**src/rtl/hbm_pkg.sv**
```systemverilog
package hbm_pkg;

  typedef enum logic [1:0] {
    CPU_SPACE_LOW  = 2'd0,
    CPU_SPACE_SWAP = 2'd1,
    CPU_SPACE_LAST = 2'd2
  } cpu_space_e;

  function automatic cpu_space_e cpu_space(input logic [1:0] top_bits);
    case (top_bits)
      2'b10:   return CPU_SPACE_SWAP;
      2'b11:   return CPU_SPACE_LAST;
      default: return CPU_SPACE_LOW;
    endcase
  endfunction

endpackage

```
**src/rtl/hbm_bank_reg.sv**
```systemverilog
module hbm_bank_reg #(
  parameter int PRG_BANK_W = 2,
  parameter int CHR_BANK_W = 4
) (
  input  logic                  clk,
  input  logic                  rst_n,
  input  logic                  load,
  input  logic [PRG_BANK_W-1:0] prg_in,
  input  logic [CHR_BANK_W-1:0] chr_in,
  output logic [PRG_BANK_W-1:0] prg_bank,
  output logic [CHR_BANK_W-1:0] chr_bank
);

  always_ff @(posedge clk or negedge rst_n) begin
    if (!rst_n) begin
      prg_bank <= '0;
      chr_bank <= '0;
    end else if (load) begin
      prg_bank <= prg_in;
      chr_bank <= chr_in;
    end
  end


  load_value_chk: assert property (@(posedge clk) disable iff (!rst_n)
    load |=> (prg_bank == $past(prg_in)) && (chr_bank == $past(chr_in)));


  no_stray_load_chk: assert property (@(posedge clk) disable iff (!rst_n)
    !load |=> $stable(prg_bank) && $stable(chr_bank));

endmodule

```
**src/rtl/hbm_prg_map.sv**
```systemverilog
module hbm_prg_map
  import hbm_pkg::*;
#(
  parameter int PRG_BANK_W = 2,
  parameter int PRG_WIN_W  = 14
) (
  input  logic                           clk,
  input  logic                           rst_n,
  input  logic [PRG_BANK_W+PRG_WIN_W-1:0] cpu_addr,
  input  logic [PRG_BANK_W-1:0]          prg_bank,
  output logic                           prg_ce,
  output logic [PRG_BANK_W+PRG_WIN_W-1:0] prg_addr
);

  localparam int ADDR_W = PRG_BANK_W + PRG_WIN_W;
  localparam logic [PRG_BANK_W-1:0] LAST_BANK = '1;

  cpu_space_e space;
  logic [PRG_BANK_W-1:0] bank_mux;

  always_comb begin
    space = cpu_space(cpu_addr[ADDR_W-1 -: 2]);
    case (space)
      CPU_SPACE_SWAP: bank_mux = prg_bank;
      CPU_SPACE_LAST: bank_mux = LAST_BANK;
      default:        bank_mux = prg_bank;
    endcase
    prg_ce   = (space != CPU_SPACE_LOW);
    prg_addr = {bank_mux, cpu_addr[PRG_WIN_W-1:0]};
  end


  fixed_last_chk: assert property (@(posedge clk) disable iff (!rst_n)
    (cpu_addr[ADDR_W-1 -: 2] == 2'b11) |-> (prg_addr[ADDR_W-1 -: PRG_BANK_W] == LAST_BANK));


  low_space_off_chk: assert property (@(posedge clk) disable iff (!rst_n)
    !cpu_addr[ADDR_W-1] |-> !prg_ce);

endmodule

```
**src/rtl/hbm_chr_map.sv**
```systemverilog
module hbm_chr_map #(
  parameter int CHR_BANK_W   = 4,
  parameter int CHR_WIN_W    = 12,
  parameter bit INVERT_CHR   = 1'b1,
  parameter bit SCRAMBLE_CHR = 1'b1
) (
  input  logic                          clk,
  input  logic                          rst_n,
  input  logic [CHR_WIN_W+1:0]          ppu_addr,
  input  logic                          ppu_rd,
  input  logic                          ppu_wr,
  input  logic [CHR_BANK_W-1:0]         chr_bank,
  output logic [CHR_WIN_W+CHR_BANK_W-2:0] chr_addr,
  output logic [1:0]                    sram_cs,
  output logic                          chr_we
);

  localparam int LOW_W = CHR_BANK_W - 1;

  logic [CHR_BANK_W-1:0] phys;
  logic [LOW_W-1:0]      chip_hi;
  logic                  in_pattern;
  logic                  upper_win;
  logic                  active;

  assign in_pattern = !ppu_addr[CHR_WIN_W+1];
  assign upper_win  = ppu_addr[CHR_WIN_W];
  assign active     = in_pattern && (ppu_rd || ppu_wr);

  generate
    if (INVERT_CHR) begin : g_inv
      assign phys = upper_win ? ~chr_bank : '0;
    end else begin : g_plain
      assign phys = upper_win ? chr_bank : '0;
    end
  endgenerate

  generate
    for (genvar i = 0; i < LOW_W; i++) begin : g_line
      if (SCRAMBLE_CHR) begin : g_rev
        assign chip_hi[i] = phys[LOW_W-1-i];
      end else begin : g_str
        assign chip_hi[i] = phys[i];
      end
    end
  endgenerate

  assign chr_addr   = {chip_hi, ppu_addr[CHR_WIN_W-1:0]};
  assign sram_cs[0] = active && !phys[CHR_BANK_W-1];
  assign sram_cs[1] = active &&  phys[CHR_BANK_W-1];
  assign chr_we     = ppu_wr && in_pattern;


  cs_onehot_chk: assert property (@(posedge clk) disable iff (!rst_n)
    $onehot0(sram_cs) && ((sram_cs != 2'b00) == active));


  lower_window_chk: assert property (@(posedge clk) disable iff (!rst_n)
    (active && !upper_win) |-> (sram_cs == 2'b01));


  we_range_chk: assert property (@(posedge clk) disable iff (!rst_n)
    chr_we |-> (ppu_wr && !ppu_addr[CHR_WIN_W+1]));

endmodule

```
**src/rtl/hbank_mapper.sv**
```systemverilog
module hbank_mapper
  import hbm_pkg::*;
#(
  parameter int PRG_BANK_W   = 2,
  parameter int PRG_WIN_W    = 14,
  parameter int CHR_BANK_W   = 4,
  parameter int CHR_WIN_W    = 12,
  parameter int DATA_W       = 8,
  parameter bit INVERT_CHR   = 1'b1,
  parameter bit SCRAMBLE_CHR = 1'b1
) (
  input  logic                               clk,
  input  logic                               rst_n,
  input  logic [PRG_BANK_W+PRG_WIN_W-1:0]    cpu_addr,
  input  logic [DATA_W-1:0]                  cpu_wdata,
  input  logic                               cpu_we,
  input  logic [CHR_WIN_W+1:0]               ppu_addr,
  input  logic                               ppu_rd,
  input  logic                               ppu_wr,
  output logic                               prg_ce,
  output logic [PRG_BANK_W+PRG_WIN_W-1:0]    prg_addr,
  output logic [CHR_WIN_W+CHR_BANK_W-2:0]    chr_addr,
  output logic [1:0]                         sram_cs,
  output logic                               chr_we
);

  localparam int CPU_W     = PRG_BANK_W + PRG_WIN_W;
  localparam int GAP_W     = DATA_W - PRG_BANK_W - CHR_BANK_W;

  logic                  load;
  logic [PRG_BANK_W-1:0] prg_bank;
  logic [CHR_BANK_W-1:0] chr_bank;
  logic                  unused_gap;

  assign load       = cpu_we && (cpu_space(cpu_addr[CPU_W-1 -: 2]) == CPU_SPACE_SWAP);
  assign unused_gap = ^cpu_wdata[CHR_BANK_W +: GAP_W];

  hbm_bank_reg #(
    .PRG_BANK_W(PRG_BANK_W),
    .CHR_BANK_W(CHR_BANK_W)
  ) u_reg (
    .clk      (clk),
    .rst_n    (rst_n),
    .load     (load),
    .prg_in   (cpu_wdata[DATA_W-1 -: PRG_BANK_W]),
    .chr_in   (cpu_wdata[CHR_BANK_W-1:0]),
    .prg_bank (prg_bank),
    .chr_bank (chr_bank)
  );

  hbm_prg_map #(
    .PRG_BANK_W(PRG_BANK_W),
    .PRG_WIN_W (PRG_WIN_W)
  ) u_prg (
    .clk      (clk),
    .rst_n    (rst_n),
    .cpu_addr (cpu_addr),
    .prg_bank (prg_bank),
    .prg_ce   (prg_ce),
    .prg_addr (prg_addr)
  );

  hbm_chr_map #(
    .CHR_BANK_W  (CHR_BANK_W),
    .CHR_WIN_W   (CHR_WIN_W),
    .INVERT_CHR  (INVERT_CHR),
    .SCRAMBLE_CHR(SCRAMBLE_CHR)
  ) u_chr (
    .clk      (clk),
    .rst_n    (rst_n),
    .ppu_addr (ppu_addr),
    .ppu_rd   (ppu_rd),
    .ppu_wr   (ppu_wr),
    .chr_bank (chr_bank),
    .chr_addr (chr_addr),
    .sram_cs  (sram_cs),
    .chr_we   (chr_we)
  );


  swap_window_chk: assert property (@(posedge clk) disable iff (!rst_n)
    (cpu_addr[CPU_W-1 -: 2] == 2'b10) |-> (prg_ce && prg_addr[PRG_WIN_W-1:0] == cpu_addr[PRG_WIN_W-1:0]));

endmodule

```
**config.mk**
```make
export PLATFORM = sky130hd
export DESIGN_NAME = hbank_mapper
export DESIGN_NICKNAME = d
export VERILOG_FILES = /design/src/rtl/hbm_pkg.sv /design/src/rtl/hbm_bank_reg.sv /design/src/rtl/hbm_prg_map.sv /design/src/rtl/hbm_chr_map.sv /design/src/rtl/hbank_mapper.sv
export SDC_FILE = /design/constraint.sdc
export NUM_CORES = 1
export LEC_CHECK = 0
export BUFFER_PORTS_ARGS = -buffer_cell sky130_fd_sc_hd__buf_4
export CORE_ASPECT_RATIO = 1.25
export CORE_MARGIN = 5
export CORE_UTILIZATION = 25
export DETAILED_ROUTE_END_ITERATION = 12
export PLACE_DENSITY = 0.83
export SYNTH_ARGS = -nofsm -noshare
export SYNTH_HDL_FRONTEND = slang
export SYNTH_SLANG_ARGS = --single-unit
```
**constraint.sdc**
```tcl
create_clock -name clk -period 0.8 [get_ports clk]
set_input_delay 0.08 -clock clk [delete_from_list [all_inputs] [get_ports clk]]
set_output_delay 0.08 -clock clk [all_outputs]
set_load 0.01 [all_outputs]
```
==> flow_metrics.env, run 1 <==
export IMPL_end_kind="output pin"
export IMPL_ys_ff_latch=6
export IMPL_r2r_cells=1
export IMPL_crit_chain="inv_1, a21oi_2, buf_4"
export IMPL_tightestPinTransition_ps=264
export IMPL_fp_row_count=18
export IMPL_start_kind="register"
export IMPL_grt_setup_unrepaired="yes"
export IMPL_syn_nets=93
export IMPL_antenna_found_initial=0
export IMPL_portBuffers=23
export IMPL_fp_dieH_um=60.2
export IMPL_relSlewSlack_pct=82.4
export IMPL_gp_congestion=0.674
export IMPL_wl_per_cell_um=14.1
export IMPL_slowest_delay_ps=370
export IMPL_synthesis_instances=50
export IMPL_utilization_pct=28.5
export IMPL_place_inst=67
export IMPL_yosysSeqAreaShare_pct=29.9
export IMPL_cts_max_level=1
export IMPL_area_delta_synth_final_pct=10.9
export IMPL_avgSynthCellArea_um2=10.1
export IMPL_regToRegSetupSlack_ps=20
export IMPL_hold_end="u_reg.prg_bank[0]"
export IMPL_critical_path_class="reg -> out"
export IMPL_final_setup_viol_count=7
export IMPL_grt_first_pass_wirelength_mm=1.57
export IMPL_ys_types=11
export IMPL_fin_nets=96
export IMPL_final_hold_viol_count=0
export IMPL_clk_latency_ps=230
export IMPL_synth_area_um2=503
export IMPL_drt_vias_per_instance=4.39
export IMPL_layout_setup_ws_ps=-198
export IMPL_grt_pass1_vias=368
export IMPL_arrival_ps=920
export IMPL_cp_max_fo=3
export IMPL_r2r_end="u_reg.chr_bank[3]"
export IMPL_hold_path_class="in -> reg"
export IMPL_regArea_um2=150
export IMPL_cts_buffers=3
export IMPL_ys_warn_count=0
export IMPL_cts_root_buf="clkbuf_4"
export IMPL_diodes=0
export IMPL_leakagePower_nw=0.282
export IMPL_dieArea_um2=3010
export IMPL_critPathSlowestCell="dfrtp_1"
export IMPL_hold_depth=2
export IMPL_clk_pin_slew_worst_paths_ps=40
export IMPL_die_w_um=50.1
export IMPL_core_um2=1960
export IMPL_cts_setup_buffers=0
export IMPL_multi_input_area_um2=159
export IMPL_drt_initial_drc_count=0
export IMPL_stdcell_count=71
export IMPL_power_density_nw_per_um2=1710
export IMPL_required_ps=720
export IMPL_skew_ps=0
export IMPL_drt_total_wl_mm=1.00
export IMPL_fillers=210
export IMPL_first_pass_iters=1
export IMPL_min_from="cpu_wdata[6]"
export IMPL_failed_checks="setup timing"
export IMPL_period_share_pct=125
export IMPL_r2r_start="u_reg.chr_bank[3]"
export IMPL_ir_drop_mv=0.441
export IMPL_fmax_mhz=1000
export IMPL_slew_violations=0
export IMPL_tritoncts="yes"
export IMPL_num_vias=312
export IMPL_initial_core_util_pct=25.7
export IMPL_period_minus_slack_ps=998
export IMPL_drc=0
export IMPL_drive_gt1_share_pct=74.5
export IMPL_antenna_left=0
export IMPL_finalSetupTns_ps=-1150
export IMPL_grt_overflow_total=0
export IMPL_drv_cap=0
export IMPL_grt_usage_pct=6.94
export IMPL_cts_buffer_depth=2
export IMPL_status="finished, violations left"
export IMPL_cts_sinks=6
export IMPL_grt_max_degree=7
export IMPL_ios=78
[area by class of cell]
cell class                      count  share of cell area [%]
Multi-Input combinational cell     16                    28.5
Sequential cell                     6                    26.9
Inverter                            1                   0.673
Clock buffer                        3                    4.04
Tap cell                           20                    4.48
Timing Repair Buffer               25                    35.4
[power breakdown]
group | leakage (nW) | internal, mW | total (mW) | switching, mW
registers | 0.0710 | 0.363 | 0.396 | 0.0327
clock network | 0.0138 | 0.168 | 0.251 | 0.0834
logic | 0.197 | 0.195 | 0.306 | 0.111
[how the worst max path moves through the flow]
stage,startpoint,endpoint,slack [ps],cells past startpoint
2_1_floorplan,u_reg.chr_bank[3],sram_cs[1],40,1
3_3_place_gp,cpu_addr[14],u_reg.chr_bank[3],-3,3
3_5_place_dp,cpu_addr[14],u_reg.chr_bank[2],-20,3
4_1_cts,u_reg.chr_bank[3],sram_cs[1],-210,2
5_1_grt,u_reg.chr_bank[3],sram_cs[0],-280,3
6_report,u_reg.chr_bank[3],sram_cs[0],-200,3
[worst max-delay path: cells and delay by family, from the launching register on]
kind                   cells  cell delay [ps]
AO/OA/AOI/OAI              1              120
buffers and inverters      2              190
flip-flops                 1              370
[routing by layer]
metal	vias up	track usage (%)	part of all wire [%]
met5	-	0	0
met4	0	6.37	4.3
met3	8	5.74	19
met2	27	11.7	55
met1	140	4.50	22
li1	137	-	-
[synthesized netlist by cell type, drive strengths merged]
| master | count | area [um2] |
|---|---|---|
| o21bai | 1 | 7.51 |
| nand3b | 1 | 20.0 |
| nor3b | 1 | 7.51 |
| clkbuf | 1 | 3.75 |
| dfrtp | 6 | 150 |
| mux2 | 6 | 67.6 |
| nor2b | 4 | 25.0 |
| a21oi | 1 | 5.00 |
| inv | 1 | 3.75 |
| buf | 26 | 195 |
| a21o | 2 | 17.5 |
[state kept, by name (all words and copies together) (netlist names)]
signal / count
u_reg.prg_bank: 2
u_reg.chr_bank: 4
[cells by family (layout without fill, tap and decap cells)]
family	after synthesis	in the layout	synth area share, %
muxes	6	6	13.4
DFF	6	6	29.8
and+or+nand+nor	6	6	10.4
buffers and inverters	28	29	40.3
AOI/OAI and AO/OA	4	4	5.97
[stage by stage]
stage	hold WS [ps]	setup slack [ps]	total power, mW	cell area, um2
2_1_floorplan	-216	35.1	0.653	503
5_1_grt	70.1	-277	1.03	558
3_3_place_gp	-110	-2.78	0.671	509
3_5_place_dp	-110	-19.5	0.685	509
4_1_cts	75.5	-205	0.968	554
6_report	81.5	-198	0.953	558
[layout by cell type, fill, tap and decap left out]
cell and count:
a21o_2 2, nand3b_4 1, nor2b_1 4, a21oi_2 1, buf_6 2, mux2_2 6
buf_4 22, nor3b_2 1, dfrtp_1 6, o21bai_1 1, inv_1 1, clkbuf_4 3
dlygate4sd3_1 1
[repair_timing]
action,in CTS,in global routing
endpoints found under the hold margin,6,0
endpoints found under the setup margin,7,7
resized for setup,3,1
hold buffers,1,0
No activity file was read; power rests on OpenSTA's default activity.
==> inputs of run 2 (changes only) <==
Settings changed: BUFFER_PORTS_ARGS -buffer_cell sky130_fd_sc_hd__buf_4 to unset, CORE_AREA set to 5 5 42 44, CORE_ASPECT_RATIO 1.25 to unset, CORE_MARGIN 5 to unset, CORE_UTILIZATION 25 to unset, DIE_AREA set to 0 0 47 49, DONT_BUFFER_PORTS set to 1, PLACE_DENSITY 0.83 to 0.63.
==> flow_metrics.env, run 2 (same netlist as run 1, synthesis figures left out) <==
export IMPL_cts_max_level=1
export IMPL_drt_vias_per_instance=5.12
export IMPL_arrival_ps=950
export IMPL_diodes=0
export IMPL_min_from="cpu_we"
export IMPL_largest_reg_flops=4
export IMPL_wl_per_cell_um=18.9
export IMPL_relSlewSlack_pct=82.5
export IMPL_grt_first_pass_wirelength_mm=1.38
export IMPL_final_setup_viol_count=7
export IMPL_cts_root_buf="clkbuf_4"
export IMPL_r2r_cells=1
export IMPL_period_minus_slack_ps=1030
export IMPL_regToRegSetupSlack_ps=0
export IMPL_clk_pin_slew_worst_paths_ps=40
export IMPL_cts_sinks=6
export IMPL_p_int_mw=0.658
export IMPL_multi_input_area_um2=179
export IMPL_drv_cap=0
export IMPL_dieArea_um2=2300
export IMPL_cts_buffers=3
export IMPL_regArea_um2=150
export IMPL_fin_nets=79
export IMPL_cts_setup_buffers=0
export IMPL_cts_buffer_depth=2
export IMPL_fmax_mhz=973
export IMPL_grt_max_degree=7
export IMPL_final_hold_viol_count=0
export IMPL_antenna_left=0
export IMPL_critical_path_class="reg -> out"
export IMPL_clk_latency_ps=250
export IMPL_critPathSlowestCell="dfrtp_1"
export IMPL_layout_commonest_cell="dlygate4sd3_1"
export IMPL_ir_drop_mv=0.764
export IMPL_power_density_nw_per_um2=1980
export IMPL_combPwrFrac_pct=22.9
export IMPL_utilization_pct=32.3
export IMPL_first_pass_iters=1
export IMPL_grt_util_met3_pct=5.90
export IMPL_power_frac_clock_pct=31.4
export IMPL_skew_ps=0
export IMPL_slowest_delay_ps=390
export IMPL_failed_checks="setup timing"
export IMPL_num_vias=256
export IMPL_swShare_pct=26.5
export IMPL_core_um2=1400
export IMPL_slew_violations=0
export IMPL_drc=0
export IMPL_use_met2_pct=14.9
export IMPL_crit_path_start="u_reg.chr_bank[3]"
export IMPL_fp_dieH_um=49
export IMPL_ios=78
export IMPL_leakagePower_nw=0.210
export IMPL_grt_setup_unrepaired="yes"
export IMPL_required_ps=720
export IMPL_r2r_start="u_reg.chr_bank[2]"
export IMPL_period_share_pct=129
export IMPL_r2r_end="u_reg.chr_bank[2]"
export IMPL_drive_gt1_share_pct=52.9
export IMPL_initial_core_util_pct=35.9
export IMPL_hold_depth=2
export IMPL_portBuffers=0
export IMPL_die_w_um=47
export IMPL_power_share_sequential_pct=45.7
export IMPL_tritoncts="yes"
export IMPL_mostFrequentLayoutCells="dlygate4sd3_1, dfrtp_1, mux2_2, clkbuf_4"
export IMPL_area_delta_synth_final_pct=-9.95
export IMPL_top_register="u_reg.chr_bank"
export IMPL_hold_end="u_reg.prg_bank[1]"
export IMPL_tightestPinTransition_ps=261
export IMPL_grt_overflow_total=0
export IMPL_cp_max_fo=3
export IMPL_top_regs="u_reg.chr_bank: 4 flops, u_reg.prg_bank: 2 flops"
export IMPL_end_kind="output pin"
export IMPL_fillers=141
export IMPL_grtUsageMet1_pct=4.27
export IMPL_busiest_layer="met2"
export IMPL_antenna_found_initial=0
export IMPL_start_kind="register"
export IMPL_drt_initial_drc_count=0
export IMPL_gp_congestion=0.630
export IMPL_fp_row_count=14
export IMPL_crit_chain="nor3b_2, buf_4"
export IMPL_grt_pass1_vias=307
export IMPL_drt_total_wl_um=943
export IMPL_power_net_switching_mw=0.237
export IMPL_grt_usage_pct=8.94
export IMPL_power_mw=0.895
export IMPL_layout_setup_ws_ps=-228
export IMPL_hold_path_class="in -> reg"
export IMPL_status="finished, violations left"
==> run 2: changes by cell type in the layout (fill, tap and decap cells not counted), sizes merged <==
cell and delta:
buf -23, dlygate4sd3 +6
==> run 2: worst max-delay path by stage <==
stage,to,slack [ps],depth (start not counted)
after floorplan,sram_cs[1],40,1
after global placement,sram_cs[1],30,2
after detailed placement,sram_cs[1],20,2
after CTS,sram_cs[1],-220,2
after global routing,sram_cs[1],-290,2
final,sram_cs[1],-230,2
==> run 2: cell type report <==
type                       instances  area share, %
clock buffer                       3           4.97
inverter                           1          0.829
multi-input combinational         16           39.5
sequential                         6           33.1
tap                               16           4.42
timing repair buffer               8           17.1
==> run 2: through the flow <==
step	hold slack (ps)	setup WS, ps	setup TNS (ps)	std cells	instance area, um2
2_1_floorplan	-216	35.1	0	50	503
3_3_place_gp	-215	32.8	0	40	332
3_5_place_dp	-215	23.3	0	40	332
4_1_cts	111	-221	-920	50	440
5_1_grt	127	-285	-1110	50	453
6_report	129	-228	-847	50	453
==> run 2: repair_timing <==
action                                 4_1_cts  5_1_grt
gates resized for setup                      5        3
hold buffers                                 7        0
setup endpoints to repair                    7        8
endpoints found under the hold margin       12        0
==> run 2: power groups by stage <==
stage | sequential, mW | clock (mW) | combinational, mW
global route | 0.414 | 0.313 | 0.221
detailed placement | 0.402 | 0 | 0.151
finish | 0.409 | 0.281 | 0.205
floorplan | 0.388 | 0 | 0.265
CTS | 0.404 | 0.293 | 0.192
global placement | 0.394 | 0 | 0.144
==> run 2: worst max-delay path: cells and delay by family, from the launching register on <==
family	cells	cell delay, ps
buffers and inverters	1	140
DFF	1	390
and+or+nand+nor	1	170
==> run 2: layer usage <==
layer,up-vias,part of all wire [%]
li1,102,-
met1,113,21
met2,34,54
met3,7,19
met4,0,5.5
met5,-,0
==> inputs of run 3 (changes only) <==
Settings changed: SKIP_CTS_REPAIR_TIMING set to 1.
==> flow_metrics.env, run 3 (same netlist as run 1, synthesis figures left out) <==
export IMPL_tightestPinTransition_ps=262
export IMPL_drive_gt1_share_pct=52.9
export IMPL_grt_first_pass_wirelength_mm=1.36
export IMPL_place_inst=40
export IMPL_clk_pin_slew_worst_paths_ps=40
export IMPL_relSlewSlack_pct=82.5
export IMPL_finalInstanceArea_um2=453
export IMPL_grt_usage_pct=8.64
export IMPL_placed_cell_area_um2=332
export IMPL_die_w_um=47
export IMPL_cts_buffers=3
export IMPL_dieArea_um2=2300
export IMPL_r2r_cells=1
export IMPL_top_register="u_reg.chr_bank"
export IMPL_gp_congestion=0.630
export IMPL_r2r_start="u_reg.chr_bank[2]"
export IMPL_skew_ps=0
export IMPL_end_kind="output pin"
export IMPL_top_regs="u_reg.chr_bank: 4 flops, u_reg.prg_bank: 2 flops"
export IMPL_fp_row_count=14
export IMPL_power_density_nw_per_um2=1980
export IMPL_largest_reg_flops=4
export IMPL_initial_core_util_pct=35.9
export IMPL_drv_cap=0
export IMPL_layout_setup_ws_ps=-229
export IMPL_start_kind="register"
export IMPL_cp_max_fo=3
export IMPL_portBuffers=0
export IMPL_wl_per_cell_um=18.9
export IMPL_grt_max_degree=7
export IMPL_cts_sinks=6
export IMPL_slew_violations=0
export IMPL_grt_pass1_vias=286
export IMPL_cts_max_level=1
export IMPL_required_ps=720
export IMPL_cts_root_buf="clkbuf_4"
export IMPL_fp_dieH_um=49
export IMPL_period_share_pct=129
export IMPL_grt_setup_unrepaired="yes"
export IMPL_drt_total_wl_um=946
export IMPL_drt_vias_per_instance=5.16
export IMPL_final_setup_viol_count=7
export IMPL_area_delta_synth_final_pct=-9.95
export IMPL_regToRegSetupSlack_ps=0
export IMPL_stdcell_count=50
export IMPL_num_vias=258
export IMPL_cts_buffer_depth=2
export IMPL_antenna_left=0
export IMPL_diodes=0
export IMPL_antenna_found_initial=0
export IMPL_tritoncts="yes"
export IMPL_first_pass_iters=1
export IMPL_fmax_mhz=972
export IMPL_status="finished, violations left"
export IMPL_leakagePower_nw=0.210
export IMPL_drc=0
export IMPL_failed_checks="setup timing"
export IMPL_period_minus_slack_ps=1030
export IMPL_ir_drop_mv=0.761
export IMPL_fillers=139
export IMPL_drt_initial_drc_count=0
export IMPL_grt_overflow_total=0
export IMPL_final_hold_viol_count=0
export IMPL_clk_latency_ps=250
export IMPL_layout_commonest_cell="dlygate4sd3_1"
export IMPL_arrival_ps=950
export IMPL_critical_path_class="reg -> out"
export IMPL_ios=78
export IMPL_fin_nets=79
export IMPL_hold_path_class="in -> async"
export IMPL_core_um2=1400
export IMPL_holdWs_ps=131
export IMPL_r2r_end="u_reg.chr_bank[2]"
export IMPL_mostFrequentLayoutCells="dlygate4sd3_1, dfrtp_1, mux2_2, clkbuf_4"
-- run 3: how the worst max path moves through the flow --
| stage | start | to | slack [ps] | cells after the start |
|---|---|---|---|---|
| final | u_reg.chr_bank[3] | sram_cs[1] | -230 | 2 |
| after global placement | u_reg.chr_bank[3] | sram_cs[1] | 30 | 2 |
| after floorplan | u_reg.chr_bank[3] | sram_cs[1] | 40 | 1 |
| after detailed placement | u_reg.chr_bank[3] | sram_cs[1] | 20 | 2 |
| after CTS | u_reg.chr_bank[3] | sram_cs[1] | -260 | 2 |
| after global routing | u_reg.chr_bank[3] | sram_cs[1] | -290 | 2 |
-- run 3: cell type report --
class	count	area, um2	share of cell area [%]
clock buffers	3	22.5	4.97
inverters	1	3.75	0.829
multi-input cells	16	179	39.5
flip-flops and latches	6	150	33.1
well taps	16	20.0	4.42
repair buffers	8	77.6	17.1
-- run 3: report_power, final --
part           internal, mW  switching, mW  leakage [nW]
clock network         0.170          0.113        0.0138
registers             0.363         0.0466        0.0710
logic                 0.125         0.0809         0.125
total                 0.658          0.241         0.210
-- run 3: critical path: stages, from the launching register on --
cell and delay, ps:
dfrtp_1 390, nor3b_2 160, buf_4 140
-- run 3: routing by layer --
metal / global-route usage [%] / vias up / part of all wire (%)
met5: 0 / - / 0
met4: 11.5 / 0 / 5.5
met3: 7.01 / 7 / 18
met2: 12.9 / 34 / 55
met1: 4.70 / 115 / 21
li1: - / 102 / -
-- run 3: metrics by stage --
stage / worst slack (ps) / power (mW) / util, % / TNS, ps
floorplan: 35.1 / 0.653 / - / 0
global placement: 32.8 / 0.538 / 23.7 / 0
detailed placement: 23.3 / 0.553 / 23.7 / 0
CTS: -257 / 0.842 / 25.3 / -1130
global route: -285 / 0.950 / 32.3 / -1120
finish: -229 / 0.899 / 32.3 / -858
